File: src/rtl/touch_seq_pkg.sv
// Shared constants, phase encoding and code-trimming helper for the
// resistive touch measurement sequencer.
package touch_seq_pkg;

    localparam int CODE_W = 10;
    localparam int ADDR_W = 3;

    localparam logic [ADDR_W-1:0] A_CTRL   = 3'd0;
    localparam logic [ADDR_W-1:0] A_SETTLE = 3'd1;
    localparam logic [ADDR_W-1:0] A_DETECT = 3'd2;
    localparam logic [ADDR_W-1:0] A_TOUCH  = 3'd3;
    localparam logic [ADDR_W-1:0] A_REST   = 3'd4;

    typedef enum logic [2:0] {
        PH_OFF, PH_SET_X, PH_CONV_X, PH_SET_Y,
        PH_CONV_Y, PH_DETECT, PH_TOUCH, PH_REST
    } phase_e;

    // Clear the low 'drop' bits of a converter code.
    function automatic logic [CODE_W-1:0] trim_code(input logic [CODE_W-1:0] code,
                                                    input logic [2:0] drop);
        logic [CODE_W-1:0] keep;
        keep = {CODE_W{1'b1}} << drop;
        return code & keep;
    endfunction

endpackage

File: src/rtl/touch_seq_regs.sv
// Register file: control word plus four delay values.
// Assumes DATA_W > 10 and DLY_W <= DATA_W.
module touch_seq_regs
    import touch_seq_pkg::*;
#(
    parameter int DATA_W = 16,
    parameter int DLY_W  = 8
) (
    input  logic              clk,
    input  logic              rst_n,
    input  logic              wr_en,
    input  logic [ADDR_W-1:0] wr_addr,
    input  logic [DATA_W-1:0] wr_data,
    output logic              auto_en,
    output logic              pwr_up,
    output logic [2:0]        x_drop,
    output logic [2:0]        y_drop,
    output logic [DLY_W-1:0]  dly_settle,
    output logic [DLY_W-1:0]  dly_detect,
    output logic [DLY_W-1:0]  dly_touch,
    output logic [DLY_W-1:0]  dly_rest
);

    logic wr_unused;
    assign wr_unused = ^{wr_data[DATA_W-1:10], wr_data[3], wr_data[1]};

    // Capture writes into the addressed register; reset clears all.
    always_ff @(posedge clk) begin
        if (!rst_n) begin
            auto_en    <= 1'b0;
            pwr_up     <= 1'b0;
            x_drop     <= '0;
            y_drop     <= '0;
            dly_settle <= '0;
            dly_detect <= '0;
            dly_touch  <= '0;
            dly_rest   <= '0;
        end else if (wr_en) begin
            case (wr_addr)
                A_CTRL: begin
                    auto_en <= wr_data[0];
                    pwr_up  <= wr_data[2];
                    y_drop  <= wr_data[6:4];
                    x_drop  <= wr_data[9:7];
                end
                A_SETTLE: dly_settle <= wr_data[DLY_W-1:0];
                A_DETECT: dly_detect <= wr_data[DLY_W-1:0];
                A_TOUCH:  dly_touch  <= wr_data[DLY_W-1:0];
                A_REST:   dly_rest   <= wr_data[DLY_W-1:0];
                default: ;
            endcase
        end
    end

endmodule

File: src/rtl/touch_seq_ctrl.sv
// Phase controller: walks the measurement chain, counts delay phases in
// ticks, issues conversion strobes and flags accepted done handshakes.
// Assumes delay values are read only on entry to a phase.
module touch_seq_ctrl
    import touch_seq_pkg::*;
#(
    parameter int DLY_W = 8
) (
    input  logic             clk,
    input  logic             rst_n,
    input  logic             tick,
    input  logic             auto_en,
    input  logic [DLY_W-1:0] dly_settle,
    input  logic [DLY_W-1:0] dly_detect,
    input  logic [DLY_W-1:0] dly_touch,
    input  logic [DLY_W-1:0] dly_rest,
    input  logic             adc_done,
    output logic             start_x,
    output logic             start_y,
    output logic             x_take,
    output logic             y_take
);

    localparam logic [DLY_W-1:0] DLY_ONE = DLY_W'(1);

    phase_e           ph, ph_n;
    logic [DLY_W-1:0] cnt, load_val;
    logic             cnt_zero;

    assign cnt_zero = (cnt == '0);
    assign x_take   = (ph == PH_CONV_X) && adc_done;
    assign y_take   = (ph == PH_CONV_Y) && adc_done;

    // Next phase: each phase ends on count expiry or done, then idles if auto is off.
    always_comb begin
        ph_n = ph;
        case (ph)
            PH_OFF:    if (auto_en)  ph_n = PH_SET_X;
            PH_SET_X:  if (cnt_zero) ph_n = auto_en ? PH_CONV_X : PH_OFF;
            PH_CONV_X: if (adc_done) ph_n = auto_en ? PH_SET_Y  : PH_OFF;
            PH_SET_Y:  if (cnt_zero) ph_n = auto_en ? PH_CONV_Y : PH_OFF;
            PH_CONV_Y: if (adc_done) ph_n = auto_en ? PH_DETECT : PH_OFF;
            PH_DETECT: if (cnt_zero) ph_n = auto_en ? PH_TOUCH  : PH_OFF;
            PH_TOUCH:  if (cnt_zero) ph_n = auto_en ? PH_REST   : PH_OFF;
            PH_REST:   if (cnt_zero) ph_n = auto_en ? PH_SET_X  : PH_OFF;
            default:   ph_n = PH_OFF;
        endcase
    end

    // Delay value for the phase about to be entered.
    always_comb begin
        case (ph_n)
            PH_SET_X, PH_SET_Y: load_val = dly_settle;
            PH_DETECT:          load_val = dly_detect;
            PH_TOUCH:           load_val = dly_touch;
            PH_REST:            load_val = dly_rest;
            default:            load_val = '0;
        endcase
    end

    // Advance phase, load or decrement the counter, and form entry strobes.
    always_ff @(posedge clk) begin
        if (!rst_n) begin
            ph      <= PH_OFF;
            cnt     <= '0;
            start_x <= 1'b0;
            start_y <= 1'b0;
        end else begin
            ph <= ph_n;
            if (ph_n != ph)
                cnt <= load_val;
            else if (tick && !cnt_zero)
                cnt <= cnt - DLY_ONE;
            start_x <= (ph_n == PH_CONV_X) && (ph != PH_CONV_X);
            start_y <= (ph_n == PH_CONV_Y) && (ph != PH_CONV_Y);
        end
    end

endmodule

File: src/rtl/touch_seq_pack.sv
// Sample assembler: trims each axis code to its resolution, holds X, and
// registers the packed word with a valid pulse when Y completes.
module touch_seq_pack
    import touch_seq_pkg::*;
(
    input  logic              clk,
    input  logic              rst_n,
    input  logic              x_take,
    input  logic              y_take,
    input  logic [CODE_W-1:0] adc_code,
    input  logic              pen_up,
    input  logic [2:0]        x_drop,
    input  logic [2:0]        y_drop,
    output logic              smp_valid,
    output logic [31:0]       smp_word
);

    localparam int N_AXES = 2;

    logic [N_AXES-1:0][2:0]        drops;
    logic [N_AXES-1:0][CODE_W-1:0] trimmed;
    logic [CODE_W-1:0]             x_hold;

    assign drops = {y_drop, x_drop};

    // One trimming path per axis.
    for (genvar a = 0; a < N_AXES; a++) begin : g_axis
        assign trimmed[a] = trim_code(adc_code, drops[a]);
    end

    // Hold X, then emit the word one cycle after Y is accepted.
    always_ff @(posedge clk) begin
        if (!rst_n) begin
            x_hold    <= '0;
            smp_valid <= 1'b0;
            smp_word  <= '0;
        end else begin
            smp_valid <= y_take;
            if (x_take)
                x_hold <= trimmed[0];
            if (y_take)
                smp_word <= {pen_up, 5'b0, x_hold, 6'b0, trimmed[1]};
        end
    end

endmodule

File: src/rtl/touch_seq.sv
// Top of the resistive touch measurement sequencer: register file, phase
// controller and sample assembler. Assumes one converter shared by both axes.
module touch_seq
    import touch_seq_pkg::*;
#(
    parameter int DATA_W = 16,
    parameter int DLY_W  = 8
) (
    input  logic              clk,
    input  logic              rst_n,
    input  logic              tick,
    input  logic              wr_en,
    input  logic [2:0]        wr_addr,
    input  logic [DATA_W-1:0] wr_data,
    input  logic              adc_done,
    input  logic [9:0]        adc_code,
    input  logic              pen_up,
    output logic              conv_pwr,
    output logic              start_x,
    output logic              start_y,
    output logic              smp_valid,
    output logic [31:0]       smp_word
);

    logic             auto_en, x_take, y_take;
    logic [2:0]       x_drop, y_drop;
    logic [DLY_W-1:0] dly_settle, dly_detect, dly_touch, dly_rest;

    touch_seq_regs #(.DATA_W(DATA_W), .DLY_W(DLY_W)) u_regs (
        .clk(clk), .rst_n(rst_n), .wr_en(wr_en), .wr_addr(wr_addr),
        .wr_data(wr_data), .auto_en(auto_en), .pwr_up(conv_pwr),
        .x_drop(x_drop), .y_drop(y_drop), .dly_settle(dly_settle),
        .dly_detect(dly_detect), .dly_touch(dly_touch), .dly_rest(dly_rest)
    );

    touch_seq_ctrl #(.DLY_W(DLY_W)) u_ctrl (
        .clk(clk), .rst_n(rst_n), .tick(tick), .auto_en(auto_en),
        .dly_settle(dly_settle), .dly_detect(dly_detect),
        .dly_touch(dly_touch), .dly_rest(dly_rest), .adc_done(adc_done),
        .start_x(start_x), .start_y(start_y), .x_take(x_take), .y_take(y_take)
    );

    touch_seq_pack u_pack (
        .clk(clk), .rst_n(rst_n), .x_take(x_take), .y_take(y_take),
        .adc_code(adc_code), .pen_up(pen_up), .x_drop(x_drop),
        .y_drop(y_drop), .smp_valid(smp_valid), .smp_word(smp_word)
    );

endmodule

File: config.mk
export PLATFORM = sky130hd
export DESIGN_NAME = touch_seq
export DESIGN_NICKNAME = d
export VERILOG_FILES = /design/src/rtl/touch_seq_pkg.sv /design/src/rtl/touch_seq_regs.sv /design/src/rtl/touch_seq_ctrl.sv /design/src/rtl/touch_seq_pack.sv /design/src/rtl/touch_seq.sv
export SDC_FILE = /design/constraint.sdc
export NUM_CORES = 1
export LEC_CHECK = 0
export ABC_AREA = 1
export ABC_CLOCK_PERIOD_IN_PS = 1980
export BUFFER_PORTS_ARGS = -buffer_cell sky130_fd_sc_hd__buf_2
export CORE_MARGIN = 3
export CORE_UTILIZATION = 50
export CTS_CLUSTER_DIAMETER = 120
export DETAILED_ROUTE_END_ITERATION = 8
export PLACE_DENSITY = 0.74
export SKIP_LAST_GASP = 1
export SLEW_MARGIN = 10
export SYNTH_ARGS = -nofsm -noshare
export SYNTH_HDL_FRONTEND = slang
export SYNTH_SLANG_ARGS = --single-unit
File: constraint.sdc
create_clock -name clk -period 1.98 [get_ports clk]
set_input_delay 0.099 -clock clk [delete_from_list [all_inputs] [get_ports clk]]
set_output_delay 0.099 -clock clk [all_outputs]
set_load 0.005 [all_outputs]
-- Word level (Yosys, flattened, before mapping)
Cells that the tools add are included.
- flip-flop bits (word level): 85
- bits in latches: 0
- bits in writable memories: 0
- ROM bits: 0
- output and inout bits: 36
- word-level logic and storage cells: 76
- memories: 0
- $add $sub $neg: 1
- $mul: 0
- divide/modulo/power cells: 0
- order comparisons: 0
- eq/ne operators: 21
- shift operators: 2
- muxes and demuxes: 19
- bitwise logic cells: 2
- reduce and logical (&&, ||, !) cells: 16
- operator list (operator ; count):
    2-to-1 mux 3 bit ; 12
    one-hot mux 8 bit (4 select lines) ; 1
    == test 3 bit, second input constant ; 9
    one-hot mux 3 bit (8 select lines) ; 1
    bitwise AND 10 bit ; 2
    << shifter 10 x 3 -> 10 bit, first input constant ; 2
    == test 3 x 2 -> 1 bit, second input constant ; 6
    2-to-1 mux 8 bit ; 2
    AND reduction 2 bit ; 5
    == test 3 x 1 -> 1 bit, second input constant ; 3
    zero test 8 bit ; 1
    subtractor 8 x 1 -> 8 bit, second input constant ; 1
    zero test 3 bit ; 2
    logical AND 1 bit ; 5
    2-to-1 mux 2 bit ; 2
    inequality test 3 x 2 -> 1 bit, second input constant ; 1
    inequality test 3 bit ; 1
    inequality test 3 bit, second input constant ; 1
    nonzero test 2 bit ; 1
    OR reduction 2 bit ; 1
    zero test 1 bit ; 1
    2-to-1 mux 1 bit ; 1

-- Logic depth before layout (Yosys ltp)
Gate-level depths: netlist of run 1.
- word-level depth: 7
- mapped depth: 16

-- By module
Synthesis of run 1 repeated with hierarchy kept, for this count alone.
- cells, all modules: 631
- area total of the unflattened synthesis: 4276.6 um2
- modules (own cells, without submodules) (module ; times used ; cells an instance ; area an instance (um2) ; sequential area each (um2)):
    touch_seq_regs ; 1 ; 239 ; 1622.8 ; 800.8
    touch_seq_ctrl ; 1 ; 228 ; 1385.1 ; 260.2
    touch_seq_pack ; 1 ; 164 ; 1268.7 ; 640.6

-- Worst setup path before layout of run 1
OpenSTA, ideal clock, no wires.
- kind: register -> register
- from: register u_ctrl.cnt[0]
- to: register u_ctrl.cnt[2]
- setup time: 0.115 ns
- arrival time: 1.867 ns
- data required time: 1.865 ns
- slack: -0.002 ns
- cell stages (with the launch flop): 15
- path through: dfxtp_1 > inv_1 > ha_1 > nand2_1 > nor2_2 > nand3_2 > nand3_2 > nand3_4 > nand2_2 > nand2_2 > nand2_4 > nand4_4 > buf_6 > o21bai_1 > nor2_1
- cells in the longest elaborated chain, start to end: 7
- elaborated cells on any way between the ends: 21
- classes of those cells: add/sub (1); eq/ne (6); mux (9); reduce/logical (5)
- RTL lines (element ; line ; source):
    from (decl) ; touch_seq_ctrl.sv:27 ; logic [DLY_W-1:0] cnt, load_val;
    from (signal assigned) ; touch_seq_ctrl.sv:71 ; cnt <= load_val;
    from (signal assigned) ; touch_seq_ctrl.sv:73 ; cnt <= cnt - DLY_ONE;
    zero test 8 bit ; touch_seq_ctrl.sv:30 ; assign cnt_zero = (cnt == '0);
    2-to-1 mux 3 bit, on equally long branches ; -- ;
    one-hot mux 3 bit (8 select lines) ; touch_seq_ctrl.sv:37 ; case (ph)
    == test 3 x 1 -> 1 bit or == test 3 x 2 -> 1 bit (tied branches) ; touch_seq_ctrl.sv:52 ; case (ph_n)
    OR reduction 2 bit ; touch_seq_ctrl.sv:52 ;
    one-hot mux 8 bit (4 select lines) ; touch_seq_ctrl.sv:52 ;
    2-to-1 mux 8 bit ; touch_seq_ctrl.sv:70 ; if (ph_n != ph)
Several ways; a longest one is shown, not always the timed one. The select of a mux whose other input is x is not followed.
A chain may end at the register's enable or synchronous reset.

-- Final worst setup path of run 1
- from: register u_ctrl.cnt[1]
- to: register u_ctrl.cnt[5]
The elaborated chain is that of the path after synthesis.

==> out/metrics.csv, run 1 <==
stage,metric,value,unit
status,failing checks,negative setup slack,
die,Starting Density,53.4,%
route,first-pass detailed-route iteration total,7,
critical_path,path type of the worst setup path,register to register,
clock_network,Worst-path clk slew,0.09,ns
timing,Post-Route Skew,0.0110,ns
power,LEAKAGE,2.22,nW
synth,Yosys reg bits,85,
synth,Syn Inst Count,574,
cells_and_area,final instance area,4830,sq um
global_routing,GRT Util Overall,22.5,%
route,routed length per placed instance,13.2,um
route,Via density,5.21,
synth,"Seq/Total Area, Yosys",42.6,%
clock_network,CTS tree,yes,
clock_network,Worst-Skew Late Latency,0.35,ns
cells_and_area,# diodes,0,
critical_path,"most used cell, CP",nand3_4,
clock_network,H-tree levels,3,
placed_design,worst slack at placement,-0.135,ns
cells_and_area,most frequent cells in the layout,"nor2_1, dfxtp_1, o21ai_0, nand2_1, buf_2",
power,sw frac,35.1,%
critical_path,"slowest stage cell, crit path",dfxtp_2,
timing,setup TNS,-0.0108,ns
power,power per cell area,983,nW/um^2
synth,Syn Area/Cell,6.97,sq um
critical_path,data required time of the worst path,2.22,ns
power,Clk pwr share,26.4,%
critical_path,cell family with most CP delay,simple AND/OR/NAND/NOR gates,
critical_path,crit path max fanout,8,
timing,relative slew slack,55.1,%
cells_and_area,fill count,671,
global_routing,first-pass GRT wire length,16300,um
timing,Fin. Hold Viols,0,
critical_path,Bufs and invs on worst path,2,
clock_network,CTS Buf Count,9,
route,Post-Route WL,9940,um
clock_network,clock root buffer,clkbuf_8,
power,Switch Pwr,0.00167,W
cells_and_area,Area Overhead vs Synth,20.9,%
global_routing,initial antenna violation count,0,
route,met3 WL post-DR,624,um
route,Vias,3918,
power,logic gate share of total power,32.7,%
critical_path,Setup crit end kind,register,
placed_design,Port Buffers,53,
cells_and_area,"commonest non-fill, non-tap cell in the layout",nor2_1,
global_routing,vias in the first global route,3492,
die,Die H,95.4,um
critical_path,Startpoint Class,register,
global_routing,largest net degree at the start of global routing,40,
die,core footprint,7490,sq um
cells_and_area,nets,684,
clock_network,clk sinks,85,
power,sequential share of power,40.9,%
die,die width,95.4,um
placed_design,DP Cell Count,725,
placed_design,Post-DP Area,4420,sq um
clock_network,clk buf depth,2,
route,DRT iter0 DRCs,218,
timing,worst slew pin tran,0.673,ns
die,# IOs,71,
power,peak supply drop,485,uV
status,status,"complete, but fails checks",
route,post-route ant nets,0,
cells_and_area,share of cells above drive strength 1,21.0,%
hold_path,Hold Crit Class,primary input to register,
critical_path,crit-path cells,"inv_2, ha_4, nand2_2, o21ai_1, nand3_4, nand3_4, nand3_1, nand2_4, buf_12, nand4_4, o21bai_1, nor2_1",
timing,fin. max-slew vios,0,
timing,Final Critical Period,1.99,ns
timing,RSZ-0062 raised after global routing,true,
timing,period utilization,101,%
die,FP Rows,31,
timing,final setup margin,-0.0108,ns
route,top layer in use,met4,
die,Die ar.,9110,sq um
synth,Yosys cell types,29,
route,drt drc,0,
route,DRT met1 WL,4640,um
synth,Syn. warnings,0,
cells_and_area,Multi-input gate area,2090,sq um
timing,fmax,0.502,GHz
route,WL met2,4560,um
synth,area of the mapped netlist,4000,sq um
run,total of max-cap violations,0,
critical_path,"slowest stage delay, CP",0.33,ns
timing,# setup viols final,1,
power,internal power,0.00309,W
critical_path,Worst EP arrival,2.23,ns
placed_design,post-DP HPWL,7160,um
cells_and_area,Post-Layout Cell Count,752,
placed_design,GP Congestion,0.902,
cells_and_area,Reg area,1710,sq um
global_routing,GRT overflow,0,
## synth_stat cells
cell type  instances  share of area, %
a211oi_1           3              0.56
a21oi_1           24               3.0
buf_2              4              0.50
buf_4             12               2.3
buf_6              1              0.28
clkbuf_1          15               1.4
clkinv_1           1             0.094
conb_1             1             0.094
dfxtp_1           85                43
ha_1               1              0.31
inv_1             41               3.8
inv_2              4              0.38
nand2_1           64               6.0
nand2_2            3              0.47
nand2_4            1              0.28
nand3_1           40               5.0
nand3_2            4               1.0
nand3_4            1              0.44
nand4_1           20               3.1
nand4_4            1              0.53
nor2_1           148                14
nor2_2             4              0.63
nor2_4             1              0.28
nor3_1             6              0.75
o21ai_0           73               9.1
o21ai_1            1              0.13
o21ai_2            1              0.22
o21bai_1           8               1.5
xor2_1             6               1.3
## metrics by stage
stage | hold slack [ns] | power (W) | utilization (%)
floorplan | 0.234 | 0.00290 | -
global placement | 0.325 | 0.00320 | 59.1
detailed placement | 0.328 | 0.00323 | 59.1
CTS | 0.00602 | 0.00468 | 63.9
global route | 0.0209 | 0.00504 | 64.6
finish | 0.0174 | 0.00475 | 64.6
## final cells by class
cell class                      instances  area share [%]
Tap cell                               99            2.56
Inverter                               46            3.65
Timing Repair Buffer                   84            11.0
Multi-Input combinational cell        422            43.2
Clock buffer                            9            2.56
Sequential cell                        85            35.3
Clock inverter                          7            1.66
## worst register-to-register path, stage by stage, from the launching register on
cell	delay, ns
dfxtp_2	0.33
inv_2	0.06
ha_4	0.16
nand2_2	0.08
o21ai_1	0.25
nand3_4	0.11
nand3_4	0.10
nand3_1	0.13
nand2_4	0.15
buf_12	0.11
nand4_4	0.15
o21bai_1	0.19
nor2_1	0.06
## power by group through the flow
stage | logic (W) | clock network [W] | registers (W)
floorplan | 0.000953 | 0 | 0.00195
global placement | 0.00124 | 0 | 0.00196
detailed placement | 0.00126 | 0 | 0.00197
CTS | 0.00146 | 0.00128 | 0.00194
global route | 0.00173 | 0.00134 | 0.00197
finish | 0.00155 | 0.00125 | 0.00194
## cell families (layout without fill, tap and decap cells)
logic type      count (synthesis)  count (layout)  synth area share (%)
simple gates                  293             294                  32.4
compound gates                110             110                  14.5
flops                          85              85                  42.6
buf+inv                        78             146                  8.76
xor+xnor                        6               6                  1.31
fa+ha+maj                       1               1                 0.313
other cells                     1              11                0.0938
## layer usage
| layer | global-route usage (%) | vias to the layer above |
|---|---|---|
| met5 | 0 | - |
| met4 | 6.28 | 0 |
| met3 | 5.05 | 14 |
| met2 | 34.2 | 120 |
| met1 | 32.0 | 1776 |
| li1 | - | 2008 |
## sequential cells by signal, indices dropped and copies added, names as in the netlist, 8 cells and up
| signal | count |
|---|---|
| u_pack.x_hold | 10 |
| u_regs.dly_detect | 8 |
| u_pack.smp_word | 21 |
| u_regs.dly_rest | 8 |
| u_regs.dly_settle | 8 |
| u_regs.dly_touch | 8 |
| u_ctrl.cnt | 8 |
## path summary, 6_finish.rpt
kind / from / to / slack, ns / depth (start not counted)
setup / recovery: u_ctrl.cnt[1]$_SDFFE_PN0P_ / u_ctrl.cnt[5]$_SDFFE_PN0P_ / -0.01 / 12
hold / removal: adc_code[4] / u_pack.x_hold[4]$_SDFFE_PN0P_ / 0.02 / 3
hold reg to reg: u_regs.dly_touch[5]$_SDFFE_PN0P_ / u_regs.dly_touch[5]$_SDFFE_PN0P_ / 0.45 / 2
setup reg to reg: u_ctrl.cnt[1]$_SDFFE_PN0P_ / u_ctrl.cnt[5]$_SDFFE_PN0P_ / -0.01 / 12
## timing repair
action / 4_1_cts / 5_1_grt
gates cloned: 1 / 0
endpoints found under the hold margin: 6 / 0
setup buffers: 4 / 2
resized for setup: 20 / 10
pin swaps: 14 / 12
endpoints found under the setup margin: 9 / 8
hold buffers: 4 / 0
Power figures use the tool's default switching activity.
==> inputs of run 2 (changes only) <==
Settings changed: RECOVER_POWER set to 25.
==> run 2 against run 1 <==
Clock power about the same. Design area down 0.31%. Largest cell class unchanged. Wire length about the same. First-iteration DRC count up 2.3%. Sequential share of layout area up 0.11 points. Highest routed layer unchanged. Cell count unchanged. Power about the same. Flip-flop and latch count unchanged. The run still ends with negative setup slack left.
==> out/metrics.csv, run 2 (synthesis results as in run 1) <==
stage,metric,value,unit,change
status,status,"complete, but fails checks",,unchanged
status,failing checks,negative setup slack,,unchanged
hold_path,Hold Crit Class,primary input to register,,unchanged
timing,relative slew slack,56.0,%,was 55.1%
timing,Final Critical Period,1.99,ns,about the same
cells_and_area,Reg with most FFs,u_pack.smp_word,,unchanged
critical_path,"slowest stage delay, CP",0.33,ns,about the same
global_routing,initial antenna violation count,0,,unchanged
timing,period utilization,100,%,was 101%
timing,Post-Route Hold Slack,0.0184,ns,was 0.0174 ns
critical_path,crit path max fanout,8,,unchanged
route,first-pass detailed-route iteration total,4,,was 7
clock_network,Worst-path clk slew,0.09,ns,about the same
clock_network,CTS Buf Count,9,,unchanged
power,total power,0.00475,W,about the same
global_routing,vias in the first global route,3492,,unchanged
placed_design,post-DP HPWL,7160,um,unchanged
power,LEAKAGE,2.17,nW,was 2.22 nW
cells_and_area,max reg flops,21,,unchanged
power,peak supply drop,482,uV,was 485 uV
timing,Post-Route Skew,0.0105,ns,was 0.0110 ns
cells_and_area,final instance area,4820,sq um,was 4830 sq um
die,core footprint,7490,sq um,unchanged
cells_and_area,fin util,64.4,%,was 64.6%
power,power per cell area,986,nW/um^2,was 983 nW/um^2
timing,fin. max-slew vios,0,,unchanged
placed_design,GP Congestion,0.902,,unchanged
route,drt drc,0,,unchanged
clock_network,CTS tree,yes,,unchanged
cells_and_area,most frequent cells in the layout,"nor2_1, dfxtp_1, o21ai_0, nand2_1, buf_2",,unchanged
clock_network,clk buf depth,2,,unchanged
placed_design,worst slack at placement,-0.135,ns,unchanged
critical_path,Setup crit end kind,register,,unchanged
critical_path,Worst EP arrival,2.22,ns,was 2.23 ns
clock_network,Worst-Skew Late Latency,0.35,ns,about the same
critical_path,path type of the worst setup path,register to register,,unchanged
cells_and_area,nets,684,,unchanged
placed_design,Port Buffers,53,,unchanged
critical_path,Bufs and invs on worst path,2,,unchanged
die,Die ar.,9110,sq um,unchanged
clock_network,H-tree levels,3,,unchanged
die,FP Rows,31,,unchanged
timing,final setup margin,-0.00559,ns,was -0.0108 ns
cells_and_area,Area Overhead vs Synth,20.5,%,was 20.9%
die,die width,95.4,um,unchanged
cells_and_area,"commonest non-fill, non-tap cell in the layout",nor2_1,,unchanged
global_routing,GRT Util Overall,22.5,%,unchanged
global_routing,first-pass GRT wire length,16300,um,unchanged
placed_design,Post-DP Area,4420,sq um,unchanged
route,post-route ant nets,0,,unchanged
timing,# setup viols final,1,,unchanged
critical_path,data required time of the worst path,2.22,ns,about the same
route,DRT iter0 DRCs,223,,was 218
run,total of max-cap violations,0,,unchanged
route,routed length per placed instance,13.2,um,about the same
die,Die H,95.4,um,unchanged
global_routing,largest net degree at the start of global routing,40,,unchanged
die,Starting Density,53.4,%,unchanged
critical_path,"most used cell, CP",nand3_4,,unchanged
critical_path,"slowest stage cell, crit path",dfxtp_2,,unchanged
timing,worst slew pin tran,0.659,ns,was 0.673 ns
critical_path,Startpoint Class,register,,unchanged
cells_and_area,Regs by FF count,"u_pack.smp_word: 21 flops, u_pack.x_hold: 10 flops",,unchanged
timing,Fin. Hold Viols,0,,unchanged
route,Post-Route WL,9940,um,about the same
clock_network,clk sinks,85,,unchanged
global_routing,GRT overflow,0,,unchanged
die,# IOs,71,,unchanged
clock_network,clock root buffer,clkbuf_8,,unchanged
cells_and_area,share of cells above drive strength 1,19.1,%,was 21.0%
cells_and_area,# diodes,0,,unchanged
timing,fmax,0.504,GHz,was 0.502 GHz
route,Vias,3974,,was 3918
route,Via density,5.28,,was 5.21
critical_path,cell family with most CP delay,simple AND/OR/NAND/NOR gates,,unchanged
critical_path,crit-path cells,"inv_2, ha_4, nand2_2, o21ai_1, nand3_4, nand3_4, nand3_1, nand2_4, buf_12, nand4_4, o21bai_1, nor2_1",,unchanged
timing,RSZ-0062 raised after global routing,true,,unchanged
## run 2: worst paths after layout
check | from | to | slack [ns] | depth (start not counted)
worst min register to register | u_regs.dly_touch[5]$_SDFFE_PN0P_ | u_regs.dly_touch[5]$_SDFFE_PN0P_ | 0.45 | 2
worst max-delay path | u_ctrl.cnt[0]$_SDFFE_PN0P_ | u_ctrl.cnt[5]$_SDFFE_PN0P_ | -0.006 | 12
worst max register to register | u_ctrl.cnt[0]$_SDFFE_PN0P_ | u_ctrl.cnt[5]$_SDFFE_PN0P_ | -0.006 | 12
worst min-delay path | adc_code[4] | u_pack.x_hold[4]$_SDFFE_PN0P_ | 0.02 | 3
## run 2: metrics by stage
stage / setup TNS [ns] / std cells
after floorplan: 0 / 584
after global placement: -0.346 / 725
after detailed placement: -0.910 / 725
after CTS: 0 / 750
after global routing: -1.14 / 752
final: -0.00559 / 752
## run 2: what timing repair did
action | CTS | global route
endpoints found under the setup margin | 9 | 8
hold endpoints to repair | 6 | 0
gates cloned | 1 | 0
setup buffers | 4 | 2
pin swaps | 14 | 12
gates resized for setup | 20 | 10
hold buffers | 4 | 0
## run 2: power by group
part | leakage [nW] | total, W | internal (W) | switching (W)
combinational | 1.38 | 0.00155 | 0.000655 | 0.000899
clock | 0.103 | 0.00125 | 0.000603 | 0.000652
sequential | 0.691 | 0.00194 | 0.00183 | 0.000116
## run 2: area by class of cell
| class | count | area [sq um] |
|---|---|---|
| inverters | 46 | 176 |
| repair buffers | 84 | 518 |
| multi-input cells | 422 | 2090 |
| well taps | 99 | 124 |
| flip-flops and latches | 85 | 1710 |
| fillers | 677 | 2670 |
| clock inverters | 7 | 80.1 |
| clock buffers | 9 | 124 |
## run 2: per-layer routing
layer	up-vias	track usage, %	share of wire (%)
met5	-	0	0
met4	0	6.28	1.1
met3	14	5.05	6.1
met2	132	34.2	46
met1	1817	32.0	47
li1	2011	-	-
## run 2: worst reg2reg max path, stage by stage (launching register included)
cell,delay [ns]
dfxtp_2,0.33
inv_2,0.07
ha_4,0.16
nand2_2,0.08
o21ai_1,0.25
nand3_4,0.11
nand3_4,0.10
nand3_1,0.13
nand2_4,0.15
buf_12,0.11
nand4_4,0.15
o21bai_1,0.19
nor2_1,0.06
